**src/rtl/sc_cal_pkg.sv**
```systemverilog
package sc_cal_pkg;

    typedef enum logic [1:0] {
        SEQ_IDLE  = 2'd0,
        SEQ_VERT  = 2'd1,
        SEQ_TRACE = 2'd2
    } seq_state_e;

    localparam int NUM_CH = 3;
    localparam int CH_RED = 0;
    localparam int CH_GRN = 1;
    localparam int CH_BLU = 2;

    // measurement order within each group of calibration lines
    function automatic int seq_chan(input int step);
        case (step)
            0:       return CH_GRN;
            1:       return CH_RED;
            default: return CH_BLU;
        endcase
    endfunction

endpackage

```
**src/rtl/sc_edge_det.sv**
```systemverilog
module sc_edge_det #(
    parameter int W = 1
) (
    input  logic         clk,
    input  logic         rst_n,
    input  logic [W-1:0] lvl_i,
    output logic [W-1:0] rise_o,
    output logic [W-1:0] fall_o
);
    logic [W-1:0] lvl_q;

    always_ff @(posedge clk or negedge rst_n) begin
        if (!rst_n) lvl_q <= '0;
        else        lvl_q <= lvl_i;
    end

    for (genvar i = 0; i < W; i++) begin : g_bit
        assign rise_o[i] =  lvl_i[i] & ~lvl_q[i];
        assign fall_o[i] = ~lvl_i[i] &  lvl_q[i];
    end
endmodule

```
**src/rtl/sc_line_fsm.sv**
```systemverilog
module sc_line_fsm
    import sc_cal_pkg::*;
#(
    parameter int VB_LINES = 23,
    parameter int MIN_VB   = 11,
    parameter int LINE_W   = 5
) (
    input  logic              clk,
    input  logic              rst_n,
    input  logic              vb_rise,
    input  logic              vb_fall,
    input  logic              hp_rise,
    input  logic              hp_fall,
    output logic [LINE_W-1:0] line_o,
    output logic              in_vert_o,
    output logic              line_act_o,
    output logic              vb_short_o
);
    localparam logic [LINE_W-1:0] LAST_L  = LINE_W'(VB_LINES);
    localparam logic [LINE_W-1:0] MIN_L   = LINE_W'(MIN_VB);
    localparam logic [LINE_W-1:0] FIRST_L = LINE_W'(1);

    seq_state_e        state_q, state_d;
    logic [LINE_W-1:0] line_q, line_d;
    logic              act_q, short_q;

    always_ff @(posedge clk or negedge rst_n) begin
        if (!rst_n) begin
            state_q <= SEQ_IDLE;
            line_q  <= '0;
        end else begin
            state_q <= state_d;
            line_q  <= line_d;
        end
    end

    always_comb begin
        state_d = state_q;
        line_d  = line_q;
        unique case (state_q)
            SEQ_IDLE: line_d = '0;
            SEQ_VERT: begin
                if (hp_rise) begin
                    if (line_q == LAST_L) begin       // VB_END
                        state_d = SEQ_TRACE;
                        line_d  = '0;
                    end else begin                    // LINE_STEP
                        line_d = line_q + FIRST_L;
                    end
                end
            end
            SEQ_TRACE: line_d = '0;
            default: begin
                state_d = SEQ_IDLE;
                line_d  = '0;
            end
        endcase
        if (vb_rise) begin                            // VB_START
            state_d = SEQ_VERT;
            line_d  = FIRST_L;
        end
    end

    always_ff @(posedge clk or negedge rst_n) begin
        if (!rst_n) begin
            act_q   <= 1'b0;
            short_q <= 1'b0;
        end else begin
            if (hp_rise)      act_q <= 1'b0;
            else if (hp_fall) act_q <= 1'b1;
            if (vb_fall)
                short_q <= (state_q == SEQ_VERT) && (line_q <= MIN_L);
        end
    end

    assign line_o     = line_q;
    assign in_vert_o  = (state_q == SEQ_VERT);
    assign line_act_o = act_q;
    assign vb_short_o = short_q;

    assert_restart_R11: assert property (@(posedge clk) disable iff (!rst_n)
        vb_rise |=> (line_q == FIRST_L && state_q == SEQ_VERT));

    assert_advance_R1: assert property (@(posedge clk) disable iff (!rst_n)
        (state_q == SEQ_VERT && hp_rise && !vb_rise && line_q != LAST_L)
        |=> (line_q == $past(line_q) + FIRST_L));

    assert_line_range_R2: assert property (@(posedge clk) disable iff (!rst_n)
        (state_q == SEQ_VERT) |-> (line_q >= FIRST_L && line_q <= LAST_L));
endmodule

```
**src/rtl/sc_cal_decode.sv**
```systemverilog
module sc_cal_decode
    import sc_cal_pkg::*;
#(
    parameter int LINE_W    = 5,
    parameter int CAL_FIRST = 17
) (
    input  logic              clk,
    input  logic              rst_n,
    input  logic [LINE_W-1:0] line_i,
    input  logic              in_vert_i,
    input  logic              active_i,
    output logic [2:0]        drive_ins_o,
    output logic [2:0]        cut_ins_o,
    output logic [2:0]        smp_ch_o,
    output logic              leak_smp_o,
    output logic              chan_blank_o,
    output logic              range_sel_o
);
    localparam logic [LINE_W-1:0] DRV_LO  = LINE_W'(CAL_FIRST);
    localparam logic [LINE_W-1:0] DRV_HI  = LINE_W'(CAL_FIRST + NUM_CH - 1);
    localparam logic [LINE_W-1:0] LEAK_L  = LINE_W'(CAL_FIRST + NUM_CH);

    logic gate;
    assign gate = in_vert_i & active_i;

    for (genvar s = 0; s < NUM_CH; s++) begin : g_step
        localparam int CH = seq_chan(s);
        localparam logic [LINE_W-1:0] DRV_L = LINE_W'(CAL_FIRST + s);
        localparam logic [LINE_W-1:0] CUT_L = LINE_W'(CAL_FIRST + NUM_CH + 1 + s);
        assign drive_ins_o[CH] = gate & (line_i == DRV_L);
        assign cut_ins_o[CH]   = gate & (line_i == CUT_L);
        assign smp_ch_o[CH]    = gate & ((line_i == DRV_L) | (line_i == CUT_L));
    end

    assign chan_blank_o = in_vert_i & (line_i == LEAK_L);
    assign leak_smp_o   = gate & (line_i == LEAK_L);
    assign range_sel_o  = in_vert_i & (line_i >= DRV_LO) & (line_i <= DRV_HI);

    assert_onehot_smp_R9: assert property (@(posedge clk) disable iff (!rst_n)
        $onehot0({smp_ch_o, leak_smp_o}));

    assert_range_excl_R7: assert property (@(posedge clk) disable iff (!rst_n)
        range_sel_o |-> (cut_ins_o == 3'b000 && !leak_smp_o && !chan_blank_o));
endmodule

```
**src/rtl/sandcastle_cal_seq.sv**
```systemverilog
module sandcastle_cal_seq #(
    parameter int VB_LINES  = 23,
    parameter int MIN_VB    = 11,
    parameter int CAL_FIRST = 17
) (
    input  logic       clk,
    input  logic       rst_n,
    input  logic       sc_vblank_i,
    input  logic       sc_hpulse_i,
    input  logic       sc_burst_i,
    output logic       comp_blank_o,
    output logic       vert_blank_o,
    output logic [2:0] drive_ins_o,
    output logic       leak_smp_o,
    output logic       chan_blank_o,
    output logic [2:0] cut_ins_o,
    output logic       range_sel_o,
    output logic [2:0] smp_ch_o,
    output logic       vb_short_o
);
    localparam int LINE_W = $clog2(VB_LINES + 1);

    logic [1:0]        rise, fall;
    logic [LINE_W-1:0] line;
    logic              in_vert, line_act, active;

    sc_edge_det #(.W(2)) u_edge (
        .clk    (clk),
        .rst_n  (rst_n),
        .lvl_i  ({sc_hpulse_i, sc_vblank_i}),
        .rise_o (rise),
        .fall_o (fall)
    );

    sc_line_fsm #(.VB_LINES(VB_LINES), .MIN_VB(MIN_VB), .LINE_W(LINE_W)) u_fsm (
        .clk        (clk),
        .rst_n      (rst_n),
        .vb_rise    (rise[0]),
        .vb_fall    (fall[0]),
        .hp_rise    (rise[1]),
        .hp_fall    (fall[1]),
        .line_o     (line),
        .in_vert_o  (in_vert),
        .line_act_o (line_act),
        .vb_short_o (vb_short_o)
    );

    assign active = line_act & ~sc_hpulse_i & ~sc_burst_i;

    sc_cal_decode #(.LINE_W(LINE_W), .CAL_FIRST(CAL_FIRST)) u_dec (
        .clk          (clk),
        .rst_n        (rst_n),
        .line_i       (line),
        .in_vert_i    (in_vert),
        .active_i     (active),
        .drive_ins_o  (drive_ins_o),
        .cut_ins_o    (cut_ins_o),
        .smp_ch_o     (smp_ch_o),
        .leak_smp_o   (leak_smp_o),
        .chan_blank_o (chan_blank_o),
        .range_sel_o  (range_sel_o)
    );

    assign vert_blank_o = in_vert;
    assign comp_blank_o = in_vert | sc_hpulse_i | sc_burst_i;

    assert_gate_R8: assert property (@(posedge clk) disable iff (!rst_n)
        (sc_hpulse_i || sc_burst_i)
        |-> ({drive_ins_o, cut_ins_o, smp_ch_o, leak_smp_o} == 10'd0));

    assert_comp_R3: assert property (@(posedge clk) disable iff (!rst_n)
        (sc_hpulse_i || sc_burst_i || vert_blank_o) |-> comp_blank_o);
endmodule

```
**config.mk**
```make
export PLATFORM = sky130hd
export DESIGN_NAME = sandcastle_cal_seq
export DESIGN_NICKNAME = d
export VERILOG_FILES = /design/src/rtl/sc_cal_pkg.sv /design/src/rtl/sc_edge_det.sv /design/src/rtl/sc_line_fsm.sv /design/src/rtl/sc_cal_decode.sv /design/src/rtl/sandcastle_cal_seq.sv
export SDC_FILE = /design/constraint.sdc
export NUM_CORES = 1
export LEC_CHECK = 0
export BUFFER_PORTS_ARGS = -buffer_cell sky130_fd_sc_hd__buf_4
export CAP_MARGIN = 20
export CORE_ASPECT_RATIO = 1.5
export CORE_MARGIN = 5
export CORE_UTILIZATION = 36
export CTS_CLUSTER_SIZE = 40
export DETAILED_ROUTE_END_ITERATION = 12
export GPL_TIMING_DRIVEN = 1
export PLACE_DENSITY = 0.56
export SETUP_SLACK_MARGIN = 0.05
export SYNTH_ARGS = -nofsm -noshare
export SYNTH_HDL_FRONTEND = slang
export SYNTH_SLANG_ARGS = --single-unit
```
**constraint.sdc**
```tcl
create_clock -name clk -period 1.91 [get_ports clk]
set_input_delay 0.2865 -clock clk [delete_from_list [all_inputs] [get_ports clk]]
set_output_delay 0.2865 -clock clk [all_outputs]
set_load 0.005 [all_outputs]
```
==> results.sh, run 1 <==
export IMPL_outcome="completed"
export IMPL_diodes=0
export IMPL_num_vias=679
export IMPL_cts_root_buf="clkbuf_4"
export IMPL_cts_tree="yes"
export IMPL_drive_gt1_share_pct=42.1
export IMPL_synth_top_area_share_pct=37.3
export IMPL_cts_buffer_depth=2
export IMPL_final_antenna_net_count=0
export IMPL_relSlewSlack_pct=70.2
export IMPL_clkSlewWorstSetupHoldPaths_ns=0.08
export IMPL_synth_avg_cell_area_um2=9.11
export IMPL_drtIter0Drc=10
export IMPL_dieHeight_um=65.5
export IMPL_routed_wirelength_mm=1.84
export IMPL_areaGrowthSynthToFinish_pct=35.6
export IMPL_setup_slack_ns=0.0711
export IMPL_yosysTopAreaCell="dfrtp_1"
export IMPL_rsz0062_at_grt="true"
export IMPL_clk_latency_ns=0.28
export IMPL_peakVddDrop_mv=0.403
export IMPL_cpPeakStageDelay_ns=0.43
export IMPL_min_period_ns=1.84
export IMPL_yosys_warnings=0
export IMPL_die_area_um2=3070
export IMPL_rows=20
export IMPL_crit_fanout=6
export IMPL_grt_pass1_wl_mm=3.00
export IMPL_final_setup_viol_count=0
export IMPL_dp_slack_ns=0.209
export IMPL_route_detailed_drc=0
export IMPL_p_per_area_nw_per_um2=600
export IMPL_htree_levels=1
export IMPL_max_cap_viol_count=0
export IMPL_yosys_cell_count_top_type="nand2_1"
export IMPL_die_w_um=47.0
export IMPL_grt_start_max_net_pins=13
export IMPL_num_nets_final=118
export IMPL_power_leakage_nw=0.458
export IMPL_grt_pass1_vias=711
export IMPL_syn_cell_area_um2=738
export IMPL_hold_viol=0
export IMPL_post_dp_hpwl_mm=1.36
export IMPL_hold_class="input pin to register"
export IMPL_placed_area_um2=892
export IMPL_worstPathRequired_ns=1.62
export IMPL_grt_overflow=0
export IMPL_ys_top_cells_by_area="dfrtp_1 (37%), ha_1 (8.5%), nand2_1 (6.1%)"
export IMPL_place_congestion=0.776
export IMPL_synth_seq_cells=11
export IMPL_dr_pass1_iters=4
export IMPL_cp_top_family="flip-flops"
export IMPL_fin_crit_sh_pct=96.3
export IMPL_syn_num_nets=91
export IMPL_synthArstFlopShare_pct=100
export IMPL_timing_hold_ws_ns=0.130
export IMPL_multiInputGateArea_um2=458
export IMPL_worst_pin_slew_ns=0.448
export IMPL_drv_slew=0
export IMPL_fillers=214
export IMPL_wl_per_cell_um=14.3
export IMPL_grt_usage_pct=13.4
export IMPL_crit_type="register to output pin"
export IMPL_design_area_um2=1000
export IMPL_antenna_found_initial=0
export IMPL_synth_edf_count=0
export IMPL_cts_buffers=3
export IMPL_power_mw=0.601
export IMPL_crit_chain="ha_2, nand2_1, a311oi_2, buf_4"
export IMPL_ios=20
export IMPL_vias_per_cell=5.26
export IMPL_worstPathArrival_ns=1.55
export IMPL_path_buf_inv=1
export IMPL_slowest_stage="dfrtp_2"
export IMPL_end_kind="output pin"
export IMPL_register_area_um2=279
export IMPL_initial_utilization_pct=36.9
export IMPL_max_freq_ghz=0.544
export IMPL_synthTopCellsByCount="nand2_1 (12), dfrtp_1 (11), nor2_1 (7)"
export IMPL_portBuffers=19
export IMPL_cp_start_kind="register"
export IMPL_yosysSeqAreaShare_pct=37.3
export IMPL_synthCells=81
export IMPL_ys_types=34
export IMPL_synth_ff_type="dfrtp_1"
export IMPL_finClkSkew_ns=0.000519
export IMPL_cts_sinks=11
export IMPL_core_um2=2000
## sequential cells by signal (all words and copies together) (netlist names)
name              count
u_fsm.state_q         2
u_fsm.line_act_o      1
u_fsm.line_o          5
u_edge.lvl_q          2
u_fsm.vb_short_o      1
## report_power, final
group / internal (mW) / switching [mW]
clock: 0.0778 / 0.0897
sequential: 0.255 / 0.0344
combinational: 0.0674 / 0.0765
## worst paths after layout
path                            depth (start not counted)  slack, ns                to        startpoint
worst max-delay path                                    4       0.07       range_sel_o   u_fsm.line_o[0]
worst min-delay path                                    1       0.13   u_edge.lvl_q[0]       sc_vblank_i
worst max register to register                          5       0.37   u_fsm.line_o[3]   u_edge.lvl_q[1]
worst min register to register                          2       0.49  u_fsm.vb_short_o  u_fsm.vb_short_o
max in group asynchronous                               2       1.38   u_fsm.line_o[1]             rst_n
min in group asynchronous                               2       0.37   u_edge.lvl_q[1]             rst_n
## logic make-up (layout without fill, tap and decap cells)
| kind of cell | Yosys count | count (layout) | share of synthesized area, % |
|---|---|---|---|
| compound gates | 9 | 9 | 8.98 |
| xor+xnor | 1 | 1 | 1.19 |
| fa+ha+maj | 5 | 5 | 8.47 |
| buf+inv | 8 | 34 | 5.76 |
| flops | 11 | 11 | 37.3 |
| mux | 2 | 2 | 2.71 |
| simple gates | 45 | 45 | 35.6 |
## metrics by stage
| step | TNS, ns | std cells | util (%) |
|---|---|---|---|
| 4_1_cts | 0 | 127 | 47.9 |
| 2_1_floorplan | 0 | 81 | - |
| 3_5_place_dp | 0 | 120 | 44.6 |
| 6_report | 0 | 129 | 50.0 |
| 5_1_grt | -0.00783 | 129 | 50.0 |
| 3_3_place_gp | 0 | 120 | 44.6 |
## worst register-to-register path: cells and delay by family, from the launching register on
kind / cells / cell delay (ns)
adders and majority gates: 1 / 0.36
AOI/OAI and AO/OA: 1 / 0.12
DFF: 1 / 0.37
buffers and inverters: 1 / 0.05
and+or+nand+nor: 2 / 0.58
## placed cells by master (no fill, tap or decap), types with 4 or more instances in the layout
cell type   n
dfrtp_1     8
ha_1        4
nor2_1      7
nand2_1    12
buf_4      24
inv_1       4
## layer usage
layer / GRT usage [%] / part of all wire (%) / vias to the layer above
met5: 0 / 0 / -
li1: - / - / 333
met3: 2.19 / 4.1 / 4
met4: 7.27 / 1.1 / 0
met2: 22.6 / 53 / 15
met1: 15.2 / 41 / 327
## final cells by class
type | instances | share of cell area (%)
multi-input cells | 62 | 45.7
flip-flops and latches | 11 | 27.9
repair buffers | 25 | 19.0
well taps | 22 | 2.75
clock buffers | 3 | 2.25
inverters | 5 | 1.88
clock inverters | 1 | 0.500
## timing repair
| item | CTS | global route |
|---|---|---|
| pin swaps | 0 | 1 |
| endpoints found under the setup margin | 2 | 4 |
| endpoints found under the hold margin | 11 | 0 |
| setup buffers | 2 | 2 |
| hold buffers | 1 | 0 |
| gates resized for setup | 6 | 5 |
No activity file was read; power rests on OpenSTA's default activity.
==> run 2, diff against run 1 <==
PLACE_DENSITY = 0.59   (was 0.56)
clock period = 1.6 ns   (was 1.91 ns; I/O delays follow)
==> run 2 against run 1 <==
Against the previous run:
- the run now ends with setup timing left
- largest power group unchanged
- clock skew rose by 0.0018 ns
- combinational power rose by 81%
- largest cell class unchanged
- die area did not move
- sequential share of layout area fell by 4.4 points
- worst hold slack got worse by 0.041 ns
- flip-flop and latch count did not move
- first-iteration DRC count fell by 10%
==> results.sh, run 2 (synthesized netlist as in run 1, its figures left out) <==
export IMPL_max_freq_ghz=0.578
export IMPL_final_setup_viol_count=10
export IMPL_rows=20
export IMPL_cts_root_buf="clkbuf_4"
export IMPL_cts_tree="yes"
export IMPL_hold_class="input pin to register"
export IMPL_p_per_area_nw_per_um2=677
export IMPL_dp_slack_ns=0.0284
export IMPL_grt_pass1_wl_mm=3.13
export IMPL_grt_start_max_net_pins=13
export IMPL_worstPathArrival_ns=1.49
export IMPL_crit_end="drive_ins_o[1]"
export IMPL_grt_overflow=0
export IMPL_cts_sinks=11
export IMPL_reg2reg_depth=7
export IMPL_diodes=0
export IMPL_grt_pass1_vias=730
export IMPL_crit_type="register to output pin"
export IMPL_drive_gt1_share_pct=58.1
export IMPL_grt_usage_pct=13.8
export IMPL_drv_slew=0
export IMPL_initial_utilization_pct=36.9
export IMPL_power_leakage_nw=0.528
export IMPL_htree_levels=1
export IMPL_final_common_cell="buf_4"
export IMPL_r2r_setup_slack_ns=0.20
export IMPL_portBuffers=19
export IMPL_r2r_start="u_fsm.line_o[1]"
export IMPL_routed_wirelength_mm=2.02
export IMPL_areaGrowthSynthToFinish_pct=60.2
export IMPL_dr_pass1_iters=4
export IMPL_place_congestion=0.870
export IMPL_final_cell_mix="buf_4 (29), nand2_1 (9), dfrtp_1 (9)"
export IMPL_violations="setup timing"
export IMPL_power_mw=0.801
export IMPL_num_vias=717
export IMPL_finClkSkew_ns=0.00234
export IMPL_worst_pin_slew_ns=0.350
export IMPL_cts_buffers=3
export IMPL_dieHeight_um=65.5
export IMPL_fin_crit_sh_pct=108
export IMPL_cp_startpoint="u_fsm.state_q[1]"
export IMPL_die_w_um=47.0
export IMPL_clk_latency_ns=0.27
export IMPL_rr_endpoint="u_fsm.line_o[4]"
export IMPL_peakVddDrop_mv=0.587
export IMPL_largest_reg_flops=5
export IMPL_post_dp_hpwl_mm=1.42
export IMPL_outcome="complete, but fails checks"
export IMPL_num_nets_final=128
export IMPL_drtIter0Drc=9
export IMPL_cp_start_kind="register"
export IMPL_rsz0062_at_grt="true"
export IMPL_vias_per_cell=5.16
export IMPL_final_antenna_net_count=0
export IMPL_core_um2=2000
export IMPL_hold_viol=0
export IMPL_cts_buffer_depth=2
export IMPL_clkSlewWorstSetupHoldPaths_ns=0.07
export IMPL_relSlewSlack_pct=76.4
export IMPL_min_period_ns=1.73
export IMPL_wl_per_cell_um=14.5
export IMPL_setup_tns_ns=-0.680
export IMPL_die_area_um2=3070
export IMPL_max_cap_viol_count=0
export IMPL_end_kind="output pin"
export IMPL_worstPathRequired_ns=1.36
export IMPL_crit_fanout=3
export IMPL_setup_slack_ns=-0.129
export IMPL_antenna_found_initial=0
export IMPL_route_detailed_drc=0
export IMPL_ios=20
export IMPL_fillers=183
==> run 2: cell types whose count changed in the layout (fill, tap and decap cells not counted), sizes merged <==
cell    before  now
buf         24   34
clkbuf       3    4
clkinv       1    0
==> run 2: layout make-up <==
| cell class | instances | area, um2 | share of cell area [%] |
|---|---|---|---|
| inverters | 5 | 18.8 | 1.59 |
| flip-flops and latches | 11 | 278 | 23.5 |
| multi-input cells | 62 | 548 | 46.3 |
| clock buffers | 4 | 26.3 | 2.22 |
| repair buffers | 35 | 284 | 24.0 |
| well taps | 22 | 27.5 | 2.33 |
==> run 2: repair_timing <==
action | CTS | global route
gates resized for setup | 15 | 21
pin swaps | 3 | 8
hold buffers | 1 | 0
buffers inserted | 4 | 5
endpoints found under the setup margin | 11 | 12
endpoints found under the hold margin | 11 | 0
==> run 2: per-layer routing <==
| layer | wire length, um | up-vias | global-route usage (%) |
|---|---|---|---|
| li1 | - | 354 | - |
| met1 | 787 | 352 | 15.6 |
| met2 | 1140 | 9 | 24.1 |
| met3 | 79 | 2 | 4.93 |
| met4 | 12 | 0 | 2.08 |
| met5 | 0 | - | 0 |
==> run 2: where the power goes <==
part           switching [mW]  total [mW]  internal [mW]
registers              0.0449       0.350          0.305
clock network          0.0947       0.191         0.0967
logic                   0.126       0.260          0.134
==> run 2: through the flow <==
| stage | area, um2 | cells | hold slack (ns) | utilization [%] |
|---|---|---|---|---|
| 2_1_floorplan | 738 | 81 | -0.0556 | - |
| 3_3_place_gp | 930 | 125 | 0.0810 | 46.4 |
| 3_5_place_dp | 930 | 125 | 0.0815 | 46.4 |
| 4_1_cts | 1050 | 134 | 0.0914 | 52.7 |
| 5_1_grt | 1180 | 139 | 0.0819 | 59.1 |
| 6_report | 1180 | 139 | 0.0899 | 59.1 |
==> run 2: how the worst min path moves through the flow <==
stage	start	endpoint	slack [ns]	depth (start not counted)
6_report	sc_vblank_i	u_edge.lvl_q[0]	0.09	1
5_1_grt	sc_vblank_i	u_edge.lvl_q[0]	0.08	1
4_1_cts	sc_vblank_i	u_edge.lvl_q[0]	0.09	1
3_5_place_dp	rst_n	u_fsm.line_o[2]	0.08	1
3_3_place_gp	rst_n	u_fsm.line_o[2]	0.08	1
2_1_floorplan	rst_n	u_edge.lvl_q[0]	-0.06	0
==> run 2: critical path, stage by stage, from the launching register on <==
cell      delay (ns)
dfrtp_1         0.40
and4bb_4        0.38
buf_4           0.13
nand2_4         0.05
nor3_2          0.12
buf_4           0.13
